$ cat config.mk
export PLATFORM = sky130hd
export DESIGN_NAME = seg_drive_core
export DESIGN_NICKNAME = d
export VERILOG_FILES = /design/src/rtl/seg_drive_pkg.sv /design/src/rtl/seg_fall_det.sv /design/src/rtl/seg_shift_chain.sv /design/src/rtl/seg_out_latch.sv /design/src/rtl/seg_level_enc.sv /design/src/rtl/seg_drive_core.sv
export SDC_FILE = /design/constraint.sdc
export NUM_CORES = 1
export LEC_CHECK = 0
export BUFFER_PORTS_ARGS = -buffer_cell sky130_fd_sc_hd__buf_2
export CAP_MARGIN = 20
export CORE_MARGIN = 2
export CORE_UTILIZATION = 52
export DETAILED_ROUTE_END_ITERATION = 7
export GPL_ROUTABILITY_DRIVEN = 0
export PLACE_DENSITY = 0.79
export SLEW_MARGIN = 10
export SYNTH_ARGS = -nofsm -noshare
export SYNTH_HDL_FRONTEND = slang
export SYNTH_SLANG_ARGS = --single-unit
$ cat constraint.sdc
create_clock -name clk -period 3.25 [get_ports clk]
set_input_delay 0.325 -clock clk [delete_from_list [all_inputs] [get_ports clk]]
set_output_delay 0.325 -clock clk [all_outputs]
set_load 0.005 [all_outputs]
$ cat src/rtl/seg_drive_pkg.sv
package seg_drive_pkg;

  localparam int LVL_W = 2;

  typedef enum logic [LVL_W-1:0] {
    LVL_TOP  = 2'b00,
    LVL_MID1 = 2'b01,
    LVL_MID2 = 2'b10,
    LVL_BOT  = 2'b11
  } lvl_e;

  // Selected segments swing between the rails, unselected ones between
  // the intermediate levels; polarity picks the phase.
  function automatic lvl_e lvl_pick(input logic on, input logic alt);
    if (on) return alt ? LVL_TOP : LVL_BOT;
    else    return alt ? LVL_MID2 : LVL_MID1;
  endfunction

endpackage

$ cat src/rtl/seg_fall_det.sv
module seg_fall_det (
  input  logic clk,
  input  logic rst,
  input  logic lvl_i,
  output logic fall_o
);

  logic prev_q;

  always_ff @(posedge clk) begin
    if (rst) prev_q <= 1'b0;
    else     prev_q <= lvl_i;
  end

  assign fall_o = prev_q & ~lvl_i;

  // two shifts can never happen on consecutive edges
  p_no_double_shift_r2: assert property (@(posedge clk) disable iff (rst)
    fall_o |=> !fall_o);

endmodule

$ cat src/rtl/seg_shift_chain.sv
module seg_shift_chain #(
  parameter int DEPTH = 20
) (
  input  logic             clk,
  input  logic             rst,
  input  logic             shift_en,
  input  logic             din,
  output logic [DEPTH-1:0] stages_o,
  output logic             tap_o
);

  localparam int LAST = DEPTH - 1;

  logic [DEPTH-1:0] stg_q;

  always_ff @(posedge clk) begin
    if (rst)           stg_q <= '0;
    else if (shift_en) stg_q <= {stg_q[LAST-1:0], din};
  end

  assign stages_o = stg_q;
  assign tap_o    = stg_q[LAST];

  p_hold_r2: assert property (@(posedge clk) disable iff (rst)
    !shift_en |=> $stable(stg_q));

  p_enter_r3: assert property (@(posedge clk) disable iff (rst)
    shift_en |=> stg_q[0] == $past(din));

  p_tap_step_r3: assert property (@(posedge clk) disable iff (rst)
    shift_en |=> tap_o == $past(stg_q[LAST-1]));

endmodule

$ cat src/rtl/seg_out_latch.sv
module seg_out_latch #(
  parameter int W = 40
) (
  input  logic         clk,
  input  logic         rst,
  input  logic         en,
  input  logic [W-1:0] d,
  output logic [W-1:0] q
);

  logic [W-1:0] q_q;

  always_ff @(posedge clk) begin
    if (rst)     q_q <= '0;
    else if (en) q_q <= d;
  end

  assign q = q_q;

  p_capture_r6: assert property (@(posedge clk) disable iff (rst)
    en |=> q == $past(d));

  p_hold_r6: assert property (@(posedge clk) disable iff (rst)
    !en |=> $stable(q));

endmodule

$ cat src/rtl/seg_level_enc.sv
module seg_level_enc
  import seg_drive_pkg::*;
#(
  parameter int NSEG = 40
) (
  input  logic                  clk,
  input  logic                  rst,
  input  logic [NSEG-1:0]       on_i,
  input  logic                  alt_i,
  output logic [NSEG*LVL_W-1:0] lvl_o
);

  logic [NSEG*LVL_W-1:0] lvl_q;

  for (genvar g = 0; g < NSEG; g++) begin : g_seg
    always_ff @(posedge clk) begin
      if (rst) lvl_q[g*LVL_W +: LVL_W] <= '0;
      else     lvl_q[g*LVL_W +: LVL_W] <= lvl_pick(on_i[g], alt_i);
    end
  end

  assign lvl_o = lvl_q;

  // a selected segment always sits on a rail, an unselected one never does
  p_rail_sel_r7: assert property (@(posedge clk) disable iff (rst)
    on_i[0] |=> (lvl_o[1:0] == 2'b00 || lvl_o[1:0] == 2'b11));

  p_mid_unsel_r7: assert property (@(posedge clk) disable iff (rst)
    !on_i[0] |=> (lvl_o[1:0] == 2'b01 || lvl_o[1:0] == 2'b10));

endmodule

$ cat src/rtl/seg_drive_core.sv
module seg_drive_core
  import seg_drive_pkg::*;
#(
  parameter int CHAIN_LEN = 20
) (
  input  logic                      clk,
  input  logic                      rst,
  input  logic                      shift_strb_i,
  input  logic                      xfer_en_i,
  input  logic                      alt_i,
  input  logic                      ser_a_i,
  input  logic                      ser_b_i,
  output logic                      tap_a_o,
  output logic                      tap_b_o,
  output logic [2*CHAIN_LEN*2-1:0]  seg_lvl_o
);

  localparam int NCHAIN = 2;
  localparam int NSEG   = NCHAIN * CHAIN_LEN;

  logic              shift_en;
  logic [NCHAIN-1:0] ser_in;
  logic [NCHAIN-1:0] taps;
  logic [NSEG-1:0]   chain_bits;
  logic [NSEG-1:0]   latched;

  assign ser_in = {ser_b_i, ser_a_i};

  seg_fall_det u_fall (
    .clk    (clk),
    .rst    (rst),
    .lvl_i  (shift_strb_i),
    .fall_o (shift_en)
  );

  for (genvar c = 0; c < NCHAIN; c++) begin : g_chain
    seg_shift_chain #(.DEPTH(CHAIN_LEN)) u_chain (
      .clk      (clk),
      .rst      (rst),
      .shift_en (shift_en),
      .din      (ser_in[c]),
      .stages_o (chain_bits[c*CHAIN_LEN +: CHAIN_LEN]),
      .tap_o    (taps[c])
    );
  end

  assign tap_a_o = taps[0];
  assign tap_b_o = taps[1];

  seg_out_latch #(.W(NSEG)) u_latch (
    .clk (clk),
    .rst (rst),
    .en  (xfer_en_i),
    .d   (chain_bits),
    .q   (latched)
  );

  seg_level_enc #(.NSEG(NSEG)) u_enc (
    .clk   (clk),
    .rst   (rst),
    .on_i  (latched),
    .alt_i (alt_i),
    .lvl_o (seg_lvl_o)
  );

  // flipping polarity with a steady latch changes every code next cycle
  p_alt_flip_r9: assert property (@(posedge clk) disable iff (rst)
    (latched == $past(latched) && alt_i != $past(alt_i) && !$past(rst))
      |=> seg_lvl_o[1:0] != $past(seg_lvl_o[1:0]));

  // taps are clear in the cycle after reset
  p_reset_taps_r1: assert property (@(posedge clk)
    rst |=> (!tap_a_o && !tap_b_o));

endmodule

==> out/results.ini, run 1 <==
[sta]
rsz0062_at_grt=false
fmax_mhz=611
period_minus_slack_ns=1.64
slew_headroom_pct=52.3
setup_ws_ns=1.61
finalSetupTns_ns=0
finalClockSkew_ns=0.00722
final-setup-viol-count=0
period_share_pct=50.3
final_max_slew_viol_count=0
worst_pin_slew_ns=0.715
finalHoldViolations=0

[drt]
vias=3917
wl_per_cell_um=12.3
drtIter0Drc=179
wl_um=10300
vias_per_cell=4.66
dr.pass1.iters=4
ant_nets=0
drc=0

[worst_setup_path]
arrival_ns=1.98
slowest_delay_ns=0.50
crit_fanout=29
ff2ff_path_depth=3
crit_family=buffers and inverters
required_ns=3.59
cp_num_buf_inv=1
crit_chain=nor2b_4, buf_4, mux2i_1
setup.worst_path.start=u_fall.prev_q
cp-end-kind=flop
worstSetupPathDepth=3
crit_type=flop to flop
r2r-start=u_fall.prev_q
slowest_stage=buf_4
startpoint_type=flop

[clocking]
clock-root-buffer=clkbuf_16
clockBufferDepth=2
htree_levels=4
cts_hold_buf=0
cts.sinks=161
cts_tree=yes
post_cts_buffers=0
cts_resized=0
path_clk_slew_ns=0.07
cts_inserted_buffers=17
clkLatencyLatePin_ns=0.43

[power]
vdd_ir_drop_max_uv=371
power_density_nw_per_um2=580
power_switching_mw=0.927
switching_share_pct=21.3
p_leak_nw=3.44
p_total_mw=4.34
power.internal_mw=3.42
p_seq_share_pct=47.0
combPwrFrac_pct=5.3
p_clk_share_pct=47.7

[synthesis]
ys_warn_count=0
netlist_top_cells_count=dfxtp_1, nor2_1, ha_1
syn_inst=594
ys_top_cells_by_area=dfxtp_1, ha_1, mux2i_1, nor2_1, nor2b_1
avgSynthCellArea_sq_um=10.7
ys_seq_area_share_pct=50.6
ys_async_sr_fraction_pct=0
syn-cell-area_sq_um=6370
synth.distinct_cells=16
synth-main-ff-cell=dfxtp_1
synth_edf_count=0
yosysMostFrequentCell=dfxtp_1
yosys.area.top_type=dfxtp_1
synth_fp_nets=681
synth_top_area_share_pct=50.6
ys_ff_latch=161

[layout]
diodes=0
stdcell_area_sq_um=7480
drive_gt1_share_pct=18.5
fin_nets=767
fin_cells=840
fillCellCount=935
area_growth_pct=17.5

[place]
place_ws_ns=1.40
placedCellCount=808
io_buffers=88
place_area_sq_um=6870
hpwl_um=6890

[floorplanning]
rows=40
die_w_um=115
die_h_um=115
die-area_sq_um=13200
design.core.area_sq_um=12000
start_util_pct=53.3
io_pins=89

[global_routing]
grt_usage_pct=16.8
antenna_found_initial=0
grt_pass1_wl_um=17500
grt_overflow=0
grt_max_degree=66
grt_pass1_vias=3874

[hold_path]
hold_depth=3
hold_class=input pin to flop
min_from=ser_b_i

[run_status]
status=complete, no violations

[job]
maxCapViolCount=0

## registers in the layout (all words and copies together), names as in the netlist
name and count:
u_fall.prev_q 1, u_enc.lvl_o 80, u_latch.q 40, g_chain.u_chain.stages_o 40
## layer usage
metal | vias to the layer above | global-route usage, % | wire (um)
li1 | 2047 | - | -
met1 | 1791 | 20.1 | 4750
met2 | 64 | 28.0 | 5000
met3 | 15 | 4.92 | 413
met4 | 0 | 7.32 | 174
met5 | - | 0 | 0
## layout make-up
class | instances | area, sq um | area share (%)
Timing Repair Buffer | 95 | 520 | 6.95
Clock inverter | 14 | 189 | 2.52
Inverter | 41 | 154 | 2.06
Clock buffer | 18 | 429 | 5.73
Multi-Input combinational cell | 364 | 2790 | 37.2
Tap cell | 147 | 184 | 2.46
Sequential cell | 161 | 3220 | 43.1
## through the flow
step,hold WS [ns],util [%]
floorplan,0.453,-
global placement,0.473,57.2
detailed placement,0.485,57.4
CTS,0.187,62.6
global route,0.206,62.6
finish,0.194,62.6
## kinds of logic after synthesis
family	share of synthesized area (%)
buffers and inverters	5.68
DFF	50.6
and+or+nand+nor	15.6
adders and majority gates	15.7
muxes	12.3
AOI/OAI and AO/OA	0.157
## placed cells by master (no fill, tap or decap)
master and instances:
nor2_1 120, clkbuf_1 1, dfxtp_1 161, clkinv_2 4
nor2b_1 41, nand4bb_1 2, inv_1 40, buf_2 87
bufinv_16 4, inv_6 1, mux2i_1 78, inv_2 1
nand2b_1 40, buf_12 2, clkinv_4 2, nor2b_4 1
ha_1 80, buf_4 6, o21ai_1 2, clkbuf_16 17
clkinvlp_4 3
## power by group through the flow
stage,clock (mW),sequential (mW),combinational [mW]
floorplan,0,2.09,0.146
global placement,0,2.08,0.224
detailed placement,0,2.09,0.233
global route,2.20,2.05,0.261
CTS,2.10,2.04,0.234
finish,2.07,2.04,0.229
## path summary, 6_finish.rpt
check	slack [ns]	endpoint
worst max-delay path	1.61	g_chain[0].u_chain.stages_o[4]
worst min-delay path	0.19	g_chain[1].u_chain.stages_o[0]
worst max register to register	1.61	g_chain[0].u_chain.stages_o[4]
worst min register to register	0.49	u_latch.q[36]
## worst reg2reg max path, stage by stage, from the launching register on
cell and delay (ns):
dfxtp_1 0.36, nor2b_4 0.43, buf_4 0.50, mux2i_1 0.27
(Power assumes the default switching activity.)
==> run 2, diff against run 1 <==
clock period = 1.6 ns   (was 3.25 ns; I/O delays follow)
==> run 2 against run 1 <==
  * Sequential share of layout area is 0.46 points lower
  * Highest routed layer unchanged
  * Utilization is 0.67 points higher
  * Clock power is 120% higher
  * Power is 110% higher
  * Setup slack worse by 1.1 ns
  * First-iteration DRC count is 7.8% higher
  * Cell count is 0.24% lower
  * Largest cell class unchanged
  * Critical path depth stayed put
  * Sequential power is 100% higher
  * Die area stayed put
  * Non-clock buffer count is 2 lower
==> out/results.ini, run 2 (synthesized netlist as in run 1, its figures left out) <==
[run_status]
status=complete, no violations

[global_routing]
antenna_found_initial=0
grt_pass1_vias=3691
grt_pass1_wl_um=16500
grt_max_degree=98
grt_overflow=0
grt_usage_pct=16.1

[sta]
period_minus_slack_ns=1.13
final_max_slew_viol_count=0
period_share_pct=70.5
rsz0062_at_grt=false
slew_headroom_pct=72.6
finalClockSkew_ns=0.00303
finalSetupTns_ns=0
finalHoldViolations=0
hold_ws_ns=0.0201
final-setup-viol-count=0
worst_pin_slew_ns=0.411
fmax_mhz=887

[layout]
multi_input_area_sq_um=2790
stdcell_area_sq_um=7560
fillCellCount=945
final_cell_mix=dfxtp_1, nor2_1, buf_2, ha_1, mux2i_1
register_area_sq_um=3220
area_growth_pct=18.8
fin_cells=838
drive_gt1_share_pct=18.4
utilization_pct=63.2
diodes=0
largest_register_ffs=80
final_common_cell=dfxtp_1
fin_nets=765

[hold_path]
hold_depth=3
hold_class=input pin to flop

[floorplanning]
die-area_sq_um=13200
design.core.area_sq_um=12000
start_util_pct=53.3
rows=40
die_h_um=115
io_pins=89
die_w_um=115

[clocking]
cts_tree=yes
clock-root-buffer=clkbuf_16
cts.sinks=161
cts_hold_buf=0
post_cts_buffers=0
cts_resized=0
clockBufferDepth=2
clkLatencyLatePin_ns=0.42
htree_levels=4
cts_inserted_buffers=17
path_clk_slew_ns=0.06

[worst_setup_path]
arrival_ns=1.47
startpoint_type=flop
cp-end-kind=flop
required_ns=1.94
crit_chain=nor2b_4, buf_12, mux2i_1
slowest_stage=dfxtp_1
crit_fanout=40
slowest_delay_ns=0.35
crit_type=flop to flop
ff2ff_path_depth=3

[drt]
vias_per_cell=4.66
dr.pass1.iters=4
ant_nets=0
vias=3907
drtIter0Drc=193
wl_per_cell_um=12.0
drc=0
wl_um=10000

[power]
vdd_ir_drop_max_uv=557
p_leak_nw=3.47
power_density_nw_per_um2=1210

[place]
placedCellCount=806
place_area_sq_um=6890
io_buffers=88
hpwl_um=6220

[job]
maxCapViolCount=0

==> run 2: cell types whose count changed in the layout (fill, tap and decap cells not counted) <==
cell / before / now
buf_4: 6 / 1
clkbuf_1: 1 / 0
bufinv_16: 4 / 5
inv_6: 1 / 0
clkinv_4: 2 / 0
buf_12: 2 / 5
clkinvlp_4: 3 / 2
inv_2: 1 / 0
clkbuf_8: 0 / 5
==> run 2: final timing paths <==
path | from | to | slack, ns
max | u_fall.prev_q | g_chain[0].u_chain.stages_o[4] | 0.47
min | ser_b_i | g_chain[1].u_chain.stages_o[0] | 0.02
max reg2reg | u_fall.prev_q | g_chain[0].u_chain.stages_o[4] | 0.47
min reg2reg | g_chain[0].u_chain.stages_o[0] | u_latch.q[0] | 0.49
==> run 2: final cells by class <==
type                            instances  share of cell area (%)
Inverter                               41                    2.08
Clock inverter                         10                    2.35
Multi-Input combinational cell        364                    36.8
Clock buffer                           22                    6.53
Tap cell                              147                    2.43
Sequential cell                       161                    42.6
Timing Repair Buffer                   93                    7.18
==> run 2: worst max-delay path, delay by kind of cell, from the launching register on <==
family	cells	cell delay [ns]
multiplexers	1	0.23
AND/OR/NAND/NOR	1	0.17
buffers and inverters	1	0.28
flip-flops	1	0.35
==> run 2: layer usage <==
layer | track usage, % | routed length, um | part of all wire (%)
met2 | 27.2 | 4810 | 48
met4 | 7.32 | 209 | 2.1
met1 | 18.6 | 4630 | 46
met3 | 4.98 | 374 | 3.7
met5 | 0 | 0 | 0
==> run 2: where the power goes <==
| group | switching (mW) | internal (mW) | leakage (nW) |
|---|---|---|---|
| sequential | 0.0268 | 4.12 | 1.32 |
| combinational | 0.251 | 0.220 | 1.82 |
| clock | 1.53 | 2.97 | 0.332 |
==> run 2: through the flow <==
| stage | power [mW] | setup slack [ns] |
|---|---|---|
| 2_1_floorplan | 4.55 | -0.257 |
| 3_3_place_gp | 4.70 | 0.369 |
| 3_5_place_dp | 4.72 | 0.321 |
| 4_1_cts | 9.22 | 0.452 |
| 5_1_grt | 9.45 | 0.378 |
| 6_report | 9.12 | 0.473 |
